### src/rtl/dma4_pkg.sv
package dma4_pkg;
  localparam int NUM_CH = 4;
  localparam int CHAN_W = $clog2(NUM_CH);
  localparam int CTL_W  = 16;

  // control word field positions
  localparam int CB_TGT_LO  = 5;
  localparam int CB_SRC_LO  = 7;
  localparam int CB_REPEAT  = 9;
  localparam int CB_WORD    = 10;
  localparam int CB_REQ     = 11;
  localparam int CB_TIME_LO = 12;
  localparam int CB_IRQ     = 14;
  localparam int CB_EN      = 15;

  localparam logic [1:0] SEL_SRC = 2'd0;
  localparam logic [1:0] SEL_TGT = 2'd1;
  localparam logic [1:0] SEL_LEN = 2'd2;
  localparam logic [1:0] SEL_CTL = 2'd3;

  typedef enum logic [2:0] {ST_ARB, ST_READ, ST_WRITE, ST_GAP1, ST_GAP2} seqState_t;

  typedef struct packed {
    logic [CHAN_W-1:0] chan;     // channel owning the bus
    logic              grab;     // read data accepted
    logic              unitDone; // unit finished, update running state
    logic              useTgt;   // address from target side
  } pathCmd_t;
endpackage

### src/rtl/dma4_ctrl.sv
module dma4_ctrl
  import dma4_pkg::*;
(
  input  logic              clk,
  input  logic              rstN,
  input  logic [NUM_CH-1:0] pending,
  input  logic [NUM_CH-1:0] firstUnit,
  input  logic              busAck,
  output pathCmd_t          cmd,
  output logic              busReq,
  output logic              busWrite,
  output logic              busIdle,
  output logic              busSeq
);
  seqState_t         state;
  logic [CHAN_W-1:0] curChan;
  logic [CHAN_W-1:0] pick;

  // lowest index wins
  always_comb begin
    pick = '0;
    for (int i = NUM_CH - 1; i >= 0; i--) begin
      if (pending[i]) pick = CHAN_W'(i);
    end
  end

  always_ff @(posedge clk) begin
    if (!rstN) begin
      state   <= ST_ARB;
      curChan <= '0;
    end else begin
      case (state)
        ST_ARB: if (|pending) begin
          curChan <= pick;
          state   <= ST_READ;
        end
        ST_READ:  if (busAck) state <= ST_WRITE;
        ST_WRITE: if (busAck) state <= firstUnit[curChan] ? ST_GAP1 : ST_ARB;
        ST_GAP1:  state <= ST_GAP2;
        default:  state <= ST_ARB;
      endcase
    end
  end

  assign cmd.chan     = curChan;
  assign cmd.grab     = (state == ST_READ) && busAck;
  assign cmd.unitDone = ((state == ST_WRITE) && busAck && !firstUnit[curChan]) ||
                        (state == ST_GAP2);
  assign cmd.useTgt   = (state == ST_WRITE);

  assign busReq   = (state == ST_READ) || (state == ST_WRITE);
  assign busWrite = (state == ST_WRITE);
  assign busIdle  = (state == ST_GAP1) || (state == ST_GAP2);
  assign busSeq   = !firstUnit[curChan];
endmodule

### src/rtl/dma4_path.sv
module dma4_path
  import dma4_pkg::*;
#(
  parameter int ADDR_W = 32,
  parameter int DATA_W = 32,
  parameter int CNT_W  = 16
) (
  input  logic              clk,
  input  logic              rstN,
  input  logic              cfgWe,
  input  logic [CHAN_W-1:0] cfgChan,
  input  logic [1:0]        cfgSel,
  input  logic [DATA_W-1:0] cfgData,
  input  logic              vblankStb,
  input  logic              hblankStb,
  input  logic              specialStb,
  input  pathCmd_t          cmd,
  input  logic [DATA_W-1:0] busRdata,
  output logic [NUM_CH-1:0] pending,
  output logic [NUM_CH-1:0] firstUnit,
  output logic [ADDR_W-1:0] busAddr,
  output logic [DATA_W-1:0] busWdata,
  output logic              busWordSize,
  output logic [NUM_CH-1:0] chanIrq,
  output logic              cartIrq
);
  localparam int RUN_W = CNT_W + 1;

  logic [ADDR_W-1:0] progSrc [NUM_CH];
  logic [ADDR_W-1:0] progTgt [NUM_CH];
  logic [CNT_W-1:0]  progLen [NUM_CH];
  logic [CTL_W-1:0]  ctl     [NUM_CH];
  logic [ADDR_W-1:0] runSrc  [NUM_CH];
  logic [ADDR_W-1:0] runTgt  [NUM_CH];
  logic [RUN_W-1:0]  runCnt  [NUM_CH];
  logic [ADDR_W-1:0] stepVal [NUM_CH];
  logic [NUM_CH-1:0] pend, first, hit, active, last;
  logic [DATA_W-1:0] dataHold;

  function automatic logic [RUN_W-1:0] fullCount(input logic [CNT_W-1:0] len);
    return (len == '0) ? (RUN_W'(1) << CNT_W) : {1'b0, len};
  endfunction

  for (genvar g = 0; g < NUM_CH; g++) begin : g_chan
    logic [1:0] timing;
    assign timing     = ctl[g][CB_TIME_LO +: 2];
    assign stepVal[g] = ctl[g][CB_WORD] ? ADDR_W'(4) : ADDR_W'(2);
    assign hit[g]     = ctl[g][CB_EN] &&
                        ((timing == 2'd1 && vblankStb) ||
                         (timing == 2'd2 && hblankStb) ||
                         (timing == 2'd3 && specialStb && (g == NUM_CH - 1)));
    assign active[g]  = cmd.unitDone && (cmd.chan == CHAN_W'(g));
    assign last[g]    = active[g] && (runCnt[g] == RUN_W'(1));
  end

  always_ff @(posedge clk) begin
    if (!rstN) begin
      for (int i = 0; i < NUM_CH; i++) begin
        progSrc[i] <= '0; progTgt[i] <= '0; progLen[i] <= '0; ctl[i] <= '0;
        runSrc[i]  <= '0; runTgt[i]  <= '0; runCnt[i]  <= '0;
      end
      pend <= '0; first <= '0; dataHold <= '0; chanIrq <= '0; cartIrq <= 1'b0;
    end else begin
      chanIrq <= '0;
      cartIrq <= 1'b0;
      if (cmd.grab) dataHold <= busRdata;
      for (int i = 0; i < NUM_CH; i++) begin
        if (active[i]) begin
          first[i]  <= 1'b0;
          runCnt[i] <= runCnt[i] - RUN_W'(1);
          case (ctl[i][CB_SRC_LO +: 2])
            2'd0:    runSrc[i] <= runSrc[i] + stepVal[i];
            2'd1:    runSrc[i] <= runSrc[i] - stepVal[i];
            default: ;
          endcase
          case (ctl[i][CB_TGT_LO +: 2])
            2'd1:    runTgt[i] <= runTgt[i] - stepVal[i];
            2'd2:    ;
            default: runTgt[i] <= runTgt[i] + stepVal[i];
          endcase
          if (last[i]) begin
            pend[i] <= 1'b0;
            if (ctl[i][CB_TGT_LO +: 2] == 2'd3) runTgt[i] <= progTgt[i];
            if (ctl[i][CB_REPEAT]) begin
              runCnt[i] <= fullCount(progLen[i]);
              first[i]  <= 1'b1;
            end else begin
              ctl[i][CB_EN] <= 1'b0;
            end
            if (ctl[i][CB_IRQ]) chanIrq[i] <= 1'b1;
            if (i == NUM_CH - 1 && ctl[i][CB_REQ]) cartIrq <= 1'b1;
          end
        end
        if (hit[i] && !(last[i] && !ctl[i][CB_REPEAT])) pend[i] <= 1'b1;
        if (cfgWe && cfgChan == CHAN_W'(i)) begin
          case (cfgSel)
            SEL_SRC: progSrc[i] <= cfgData[ADDR_W-1:0];
            SEL_TGT: progTgt[i] <= cfgData[ADDR_W-1:0];
            SEL_LEN: progLen[i] <= cfgData[CNT_W-1:0];
            default: begin
              ctl[i] <= cfgData[CTL_W-1:0];
              if (!cfgData[CB_EN]) begin
                pend[i] <= 1'b0;
              end else if (!ctl[i][CB_EN]) begin
                runSrc[i] <= progSrc[i];
                runTgt[i] <= progTgt[i];
                runCnt[i] <= fullCount(progLen[i]);
                first[i]  <= 1'b1;
                pend[i]   <= (cfgData[CB_TIME_LO +: 2] == 2'd0);
              end
            end
          endcase
        end
      end
    end
  end

  assign pending     = pend;
  assign firstUnit   = first;
  assign busAddr     = cmd.useTgt ? runTgt[cmd.chan] : runSrc[cmd.chan];
  assign busWdata    = dataHold;
  assign busWordSize = ctl[cmd.chan][CB_WORD];
endmodule

### src/rtl/dma4_engine.sv
module dma4_engine
  import dma4_pkg::*;
#(
  parameter int ADDR_W = 32,
  parameter int DATA_W = 32,
  parameter int CNT_W  = 16
) (
  input  logic              clk,
  input  logic              rstN,
  input  logic              cfgWe,
  input  logic [CHAN_W-1:0] cfgChan,
  input  logic [1:0]        cfgSel,
  input  logic [DATA_W-1:0] cfgData,
  input  logic              vblankStb,
  input  logic              hblankStb,
  input  logic              specialStb,
  output logic              busReq,
  output logic              busWrite,
  output logic [ADDR_W-1:0] busAddr,
  output logic              busWordSize,
  output logic              busSeq,
  output logic              busIdle,
  output logic [DATA_W-1:0] busWdata,
  input  logic [DATA_W-1:0] busRdata,
  input  logic              busAck,
  output logic [NUM_CH-1:0] chanIrq,
  output logic              cartIrq
);
  pathCmd_t          cmd;
  logic [NUM_CH-1:0] pending;
  logic [NUM_CH-1:0] firstUnit;

  dma4_ctrl u_ctrl (
    .clk(clk), .rstN(rstN), .pending(pending), .firstUnit(firstUnit),
    .busAck(busAck), .cmd(cmd), .busReq(busReq), .busWrite(busWrite),
    .busIdle(busIdle), .busSeq(busSeq)
  );

  dma4_path #(.ADDR_W(ADDR_W), .DATA_W(DATA_W), .CNT_W(CNT_W)) u_path (
    .clk(clk), .rstN(rstN), .cfgWe(cfgWe), .cfgChan(cfgChan), .cfgSel(cfgSel),
    .cfgData(cfgData), .vblankStb(vblankStb), .hblankStb(hblankStb),
    .specialStb(specialStb), .cmd(cmd), .busRdata(busRdata),
    .pending(pending), .firstUnit(firstUnit), .busAddr(busAddr),
    .busWdata(busWdata), .busWordSize(busWordSize), .chanIrq(chanIrq),
    .cartIrq(cartIrq)
  );
endmodule

### config.mk
export PLATFORM = sky130hd
export DESIGN_NAME = dma4_engine
export DESIGN_NICKNAME = d
export VERILOG_FILES = /design/src/rtl/dma4_pkg.sv /design/src/rtl/dma4_ctrl.sv /design/src/rtl/dma4_path.sv /design/src/rtl/dma4_engine.sv
export SDC_FILE = /design/constraint.sdc
export NUM_CORES = 2
export LEC_CHECK = 0
export BUFFER_PORTS_ARGS = -buffer_cell sky130_fd_sc_hd__buf_2
export CAP_MARGIN = 30
export CORE_MARGIN = 1.5
export CORE_UTILIZATION = 56
export DETAILED_ROUTE_END_ITERATION = 16
export GPL_TIMING_DRIVEN = 0
export MAX_ROUTING_LAYER = met4
export PLACE_DENSITY = 0.73
export SYNTH_ARGS = -nofsm -noshare
export SYNTH_HDL_FRONTEND = slang
export SYNTH_SLANG_ARGS = --single-unit
### constraint.sdc
create_clock -name clk -period 8.1 [get_ports clk]
set_input_delay 1.215 -clock clk [delete_from_list [all_inputs] [get_ports clk]]
set_output_delay 1.215 -clock clk [all_outputs]
set_load 0.005 [all_outputs]
# Word-level counts from Yosys, hierarchy flattened
# Memory sizes are Yosys's and may differ from the RTL's. A register that Yosys moved wholly into a read port is not among the register bits.
# Index checks and enable logic that the tools add are counted.
# totals
n_memories	7
ff_bits	50
ram_bits	708
rom_bits	0
latch_bits	0
inputBits	75
# mem_list
memory	words	width	read_ports	rd_clocked_by_memory_dff	wr	line	rtl
u_path.progSrc	4	32	4	0	4	dma4_path.sv:29	logic [ADDR_W-1:0] progSrc [NUM_CH];
u_path.progTgt	4	32	4	0	4	dma4_path.sv:30	logic [ADDR_W-1:0] progTgt [NUM_CH];
u_path.runSrc	4	32	5	1	4	dma4_path.sv:33	logic [ADDR_W-1:0] runSrc [NUM_CH];
u_path.runTgt	4	32	5	1	4	dma4_path.sv:34	logic [ADDR_W-1:0] runTgt [NUM_CH];
u_path.runCnt	4	17	4	0	4	dma4_path.sv:35	logic [RUN_W-1:0] runCnt [NUM_CH];
u_path.ctl	4	16	5	1	4	dma4_path.sv:32	logic [CTL_W-1:0] ctl [NUM_CH];
+1 memories	n/a	n/a	n/a	n/a	n/a	n/a	
# op_classes
shifts	0
add_sub_neg	20
bitwise_logic	64
reduce_logical	78
n_div	0
mux	356
n_mul	0
n_lt_le_gt_ge	1
n_eq_ne	44
# ops
operator	count
$mux W32	37
$mux W1	275
$mux W17	16
$add A32 B32 Y32	8
$sub A32 B32 Y32	8
$eq A17 B1 Y1 const B	4
$sub A17 B1 Y17 const B	4
$logic_not A16 Y1	4
$mux W16	4
$or A1 B1 Y1	64
$mux W15	4
$eq A2 B2 Y1 const B	18
$logic_and A1 B1 Y1	36
$eq A2 B1 Y1 const B	15
$mux W2	11
$mux W3	7
$logic_not A2 Y1	8
$reduce_and A3 Y1	5
$pmux W3 S4	1
$logic_not A1 Y1	9
$logic_or A1 B1 Y1	8
$reduce_or A2 Y1	4
$eq A3 B2 Y1 const B	2
$ne A2 B1 Y1 const B	2
9 further kinds	9

# Depth between registers and ports, before layout
# logic_depth
ltp_word	15
mapped_depth	19

# Cells and area by module
# From an unflattened synthesis, not the netlist that was laid out.
# unflattened
hier_cells	3975
hier_area_um2	43742.0
# modules_own_cells
module	cells_each	instances	area_per_inst_um2
dma4_path	3930	1	43376.6
dma4_ctrl	45	1	365.4

# Least setup slack after synthesis
# No wires, ideal clock.
# synth_path
kind	input-to-reg
startpoint	input port busAck
endpoint	memory u_path.runSrc[0][27], data pin
required_time_ns	7.843
path_stages	15
setup_time_ns	0.257
t_arrival_ns	6.640
slack_ns	1.203
path_cell_list	inv_1 o31a_1 or2_4 nor3_2 nand2_1 nor3b_1 ha_1 a21oi_1 nand2_1 o21ai_0 o21ai_0 o311ai_0 a22oi_1 a311o_1 a32o_1
# synth_lines
element	line	rtl
from (decl)	dma4_engine.sv:25	input logic busAck,
to (decl)	dma4_path.sv:33	

==> run_summary.xml <==
<?xml version="1.0" encoding="UTF-8"?>
<metrics>
  <group name="run_status">
    <metric name="status" unit="">finished, final reports clean</metric>
  </group>
  <group name="final_layout">
    <metric name="drive_above_1_share" unit="">0.101</metric>
    <metric name="fillerInstances" unit="">6283</metric>
    <metric name="stdcell_count" unit="">5537</metric>
    <metric name="design.final.nets" unit="">4717</metric>
    <metric name="regArea" unit="mm²">0.0216</metric>
    <metric name="fin_area" unit="mm²">0.0494</metric>
    <metric name="multiInputGateArea" unit="mm²">0.0211</metric>
    <metric name="area_growth" unit="%">12.9</metric>
  </group>
  <group name="pwr">
    <metric name="ir_drop" unit="µV">195</metric>
    <metric name="power.leakage" unit="nW">18.4</metric>
    <metric name="totalPowerFinal" unit="W">0.00953</metric>
    <metric name="power_density" unit="mW/mm²">193</metric>
  </group>
  <group name="logic_synthesis">
    <metric name="mappedNetlistNets" unit="">4441</metric>
    <metric name="synthesis.yosys.warnings" unit="">0</metric>
    <metric name="post_synth_main_area_contributors" unit="">sky130_fd_sc_hd__edfxtp_1 (47%), sky130_fd_sc_hd__ha_1 (5.9%), sky130_fd_sc_hd__and2_1 (5.2%), sky130_fd_sc_hd__nand2_1 (4.4%), sky130_fd_sc_hd__mux4_2 (3.4%)</metric>
    <metric name="syn_area" unit="mm²">0.0438</metric>
    <metric name="synth_area_leader_cell" unit="">sky130_fd_sc_hd__edfxtp_1</metric>
    <metric name="number_of_synthesized_flops_with_an_enable_pin" unit="">685</metric>
    <metric name="ys_seq_elements" unit="">737</metric>
    <metric name="post_synth.cell_area_avg" unit="µm²">10.5</metric>
    <metric name="async_reset_ff_frac" unit="">0</metric>
    <metric name="synth-seq-area-share" unit="">0.494</metric>
    <metric name="post_synth_num_cell_types" unit="">87</metric>
    <metric name="synthCells" unit="">4152</metric>
    <metric name="netlist.area_leader.share" unit="">0.470</metric>
    <metric name="synth_top_flop_cell" unit="">sky130_fd_sc_hd__edfxtp_1</metric>
  </group>
  <group name="clocking">
    <metric name="cts.hold.buffers_added" unit="">0</metric>
    <metric name="htree_levels" unit="">3</metric>
    <metric name="cts_max_path_buffers" unit="">3</metric>
    <metric name="root_buffer" unit="">sky130_fd_sc_hd__clkbuf_16</metric>
    <metric name="cts.sink_count" unit="">737</metric>
    <metric name="cts_setup_buffers" unit="">0</metric>
    <metric name="clk_latency" unit="ns">0.66</metric>
    <metric name="cts.reportedPaths.clkPinSlew" unit="ns">0.06</metric>
    <metric name="post_cts_resized" unit="">0</metric>
    <metric name="clock_tree_from_tritoncts" unit="">done</metric>
    <metric name="cts-buffers-inserted" unit="">84</metric>
  </group>
  <group name="timing">
    <metric name="setup_total_negative_slack" unit="ns">0</metric>
    <metric name="max_freq" unit="MHz">144</metric>
    <metric name="final_min_period_over_clock_period" unit="">0.854</metric>
    <metric name="min_period" unit="ns">6.92</metric>
    <metric name="final_hold_viol_count" unit="">0</metric>
    <metric name="skew" unit="ns">0.0188</metric>
    <metric name="rsz_0062_raised_after_global_routing" unit="">no</metric>
    <metric name="timing_worst_slew_pin_value" unit="ns">1.12</metric>
    <metric name="timing.slew.headroom" unit="">0.252</metric>
    <metric name="setup-violations-final" unit="">0</metric>
    <metric name="finalMaxSlewViolations" unit="">0</metric>
  </group>
  <group name="setup_path">
    <metric name="timing.critical_path.arrival" unit="ns">7.29</metric>
    <metric name="crit_path_start_kind" unit="">flop</metric>
    <metric name="worst-endpoint-required" unit="ns">8.47</metric>
    <metric name="cp_max_fo" unit="">14</metric>
    <metric name="crit_path_end_kind" unit="">flop</metric>
    <metric name="critical_path_class" unit="">flop to flop</metric>
  </group>
  <group name="global_route">
    <metric name="first_global_vias" unit="">33391</metric>
    <metric name="grt_start_max_net_pins" unit="">33</metric>
    <metric name="global_route_wire_length_before_repair" unit="µm">206000</metric>
    <metric name="grt.overflow.total" unit="">0</metric>
    <metric name="antenna_found_initial" unit="">7</metric>
    <metric name="groute.usage.overall" unit="">0.360</metric>
  </group>
  <group name="drt">
    <metric name="num_vias" unit="">35394</metric>
    <metric name="drtPass1Iterations" unit="">6</metric>
    <metric name="via_per_inst" unit="">6.39</metric>
    <metric name="antenna_violating_nets_post_route" unit="">0</metric>
    <metric name="detail_route.wl_per_cell" unit="µm">25.2</metric>
    <metric name="post-route-drc-count" unit="">0</metric>
    <metric name="detail_route.wirelength" unit="µm">140000</metric>
    <metric name="iteration_0_drc_markers" unit="">4429</metric>
  </group>
  <group name="min_path">
    <metric name="min-delay-path-class" unit="">flop to flop</metric>
  </group>
  <group name="flow_run">
    <metric name="max_cap_violations" unit="">0</metric>
  </group>
  <group name="die">
    <metric name="dieHeight" unit="µm">283</metric>
    <metric name="die_area" unit="mm²">0.0798</metric>
    <metric name="die_width" unit="µm">283</metric>
    <metric name="core_area" unit="mm²">0.0773</metric>
    <metric name="io_pins" unit="">149</metric>
    <metric name="rows" unit="">102</metric>
    <metric name="initial_utilization" unit="">0.566</metric>
  </group>
  <group name="place">
    <metric name="placement.io_buffers" unit="">146</metric>
    <metric name="post-dp-hpwl" unit="µm">105000</metric>
    <metric name="dpl-instance-area" unit="mm²">0.0465</metric>
    <metric name="place.detailed.instances" unit="">5378</metric>
    <metric name="routability_congestion_estimate" unit="">1.02</metric>
  </group>
</metrics>
-- report_power, final --
group / switching, W / total [W] / internal, W / leakage (nW)
Sequential: 0.000133 / 0.00449 / 0.00435 / 7.23
Clock: 0.00163 / 0.00402 / 0.00239 / 1.38
Combinational: 0.000636 / 0.00102 / 0.000385 / 9.77
-- cell families after synthesis --
group                      Yosys count  synth area share
AOI/OAI and AO/OA                 1014             0.150
xor gates and xnor gates           243            0.0486
adders and majority gates          214            0.0624
buffers and inverters              297            0.0259
DFF                                737             0.494
muxes                              104            0.0436
and+or+nand+nor                   1543             0.175
-- synthesized netlist by cell type (all sizes together) (49+ instances only) --
cell type / n
a21o: 86
a21oi: 227
and2: 369
edfxtp: 685
nand2: 509
o21ai: 268
xnor2: 126
ha: 207
a211oi: 60
inv: 103
dfxtp: 52
o31ai: 103
mux4: 66
nor2: 268
clkbuf: 167
nor3: 72
xor2: 117
nand3: 66
nand2b: 49
-- final cells by class --
class / instances / share of cell area
Sequential cell: 737 / 0.437
Multi-Input combinational cell: 3118 / 0.426
Clock buffer: 104 / 0.0441
Timing Repair Buffer: 190 / 0.0291
Tap cell: 1040 / 0.0263
Buffer: 194 / 0.0151
Clock inverter: 47 / 0.0135
Inverter: 103 / 0.00783
Antenna cell: 4 / 0.000203
-- state kept, by name, indices dropped and copies added (netlist names), named ones only --
signal            count
u_path.progSrc      128
u_path.chanIrq        4
u_ctrl.state          3
u_path.runTgt       128
u_path.progLen       64
u_path.firstUnit      4
u_path.cartIrq        1
u_path.busWdata      32
u_ctrl.curChan        2
u_path.runCnt        68
u_path.pending        4
u_path.progTgt      128
u_path.ctl           41
u_path.runSrc       128
-- critical path, cell delays in order (launching register included) --
cell	delay (ns)
sky130_fd_sc_hd__dfxtp_1	0.32
sky130_fd_sc_hd__clkbuf_1	0.38
sky130_fd_sc_hd__mux4_2	0.46
sky130_fd_sc_hd__o31a_1	0.35
sky130_fd_sc_hd__nor4b_2	0.58
sky130_fd_sc_hd__nand2_1	0.26
sky130_fd_sc_hd__nor2_2	0.47
sky130_fd_sc_hd__and2_1	0.69
sky130_fd_sc_hd__ha_1	0.33
sky130_fd_sc_hd__o21ai_0	0.15
sky130_fd_sc_hd__a22oi_1	0.39
sky130_fd_sc_hd__a211oi_1	0.18
sky130_fd_sc_hd__o31ai_1	0.56
sky130_fd_sc_hd__a41oi_1	0.39
sky130_fd_sc_hd__o311a_1	0.47
sky130_fd_sc_hd__a21oi_1	0.35
sky130_fd_sc_hd__or4b_1	0.17
sky130_fd_sc_hd__nand4_1	0.12
-- cell usage in the layout (no fill, tap or decap), types with 24 or more instances in the layout --
master,count
sky130_fd_sc_hd__a211oi_1,60
sky130_fd_sc_hd__a21o_1,86
sky130_fd_sc_hd__a21oi_1,227
sky130_fd_sc_hd__a22o_1,32
sky130_fd_sc_hd__a31oi_1,34
sky130_fd_sc_hd__and2_1,367
sky130_fd_sc_hd__and3_1,32
sky130_fd_sc_hd__buf_2,158
sky130_fd_sc_hd__clkbuf_1,187
sky130_fd_sc_hd__clkbuf_16,84
sky130_fd_sc_hd__dfxtp_1,52
sky130_fd_sc_hd__edfxtp_1,685
sky130_fd_sc_hd__ha_1,207
sky130_fd_sc_hd__inv_1,102
sky130_fd_sc_hd__mux2_2,33
sky130_fd_sc_hd__mux4_2,66
sky130_fd_sc_hd__nand2_1,503
sky130_fd_sc_hd__nand2b_1,49
sky130_fd_sc_hd__nand3_1,65
sky130_fd_sc_hd__nor2_1,267
sky130_fd_sc_hd__nor3_1,68
sky130_fd_sc_hd__nor4_1,40
sky130_fd_sc_hd__o21ai_0,242
sky130_fd_sc_hd__o21ai_1,24
sky130_fd_sc_hd__o31ai_1,103
sky130_fd_sc_hd__or3_1,37
sky130_fd_sc_hd__xnor2_1,126
sky130_fd_sc_hd__xor2_1,117
-- worst paths after layout --
check        cells after the start  slack (ns)                   end                 from
max                             17        1.18  u_path.runSrc[1][31]    u_ctrl.curChan[1]
min                              2        0.45   u_path.busWdata[28]  u_path.busWdata[28]
max reg2reg                     17        1.18  u_path.runSrc[1][31]    u_ctrl.curChan[1]
min reg2reg                      2        0.45   u_path.busWdata[28]  u_path.busWdata[28]
-- metal layers --
layer	global-route usage	up-vias	part of all wire
li1	-	16003	-
met4	0.187	0	0.061
met3	0.0613	401	0.095
met1	0.478	17063	0.40
met5	-	-	0
met2	0.532	1927	0.44
-- through the flow --
step | worst slack (ns) | hold slack [ns] | utilization
floorplan | 1.20 | 0.420 | -
detailed placement | 1.10 | 0.447 | 0.601
global placement | -1.69 | 0.441 | 0.592
finish | 1.18 | 0.453 | 0.639
global route | 0.899 | 0.467 | 0.639
CTS | 1.42 | 0.456 | 0.638
Power figures use the tool's default switching activity.
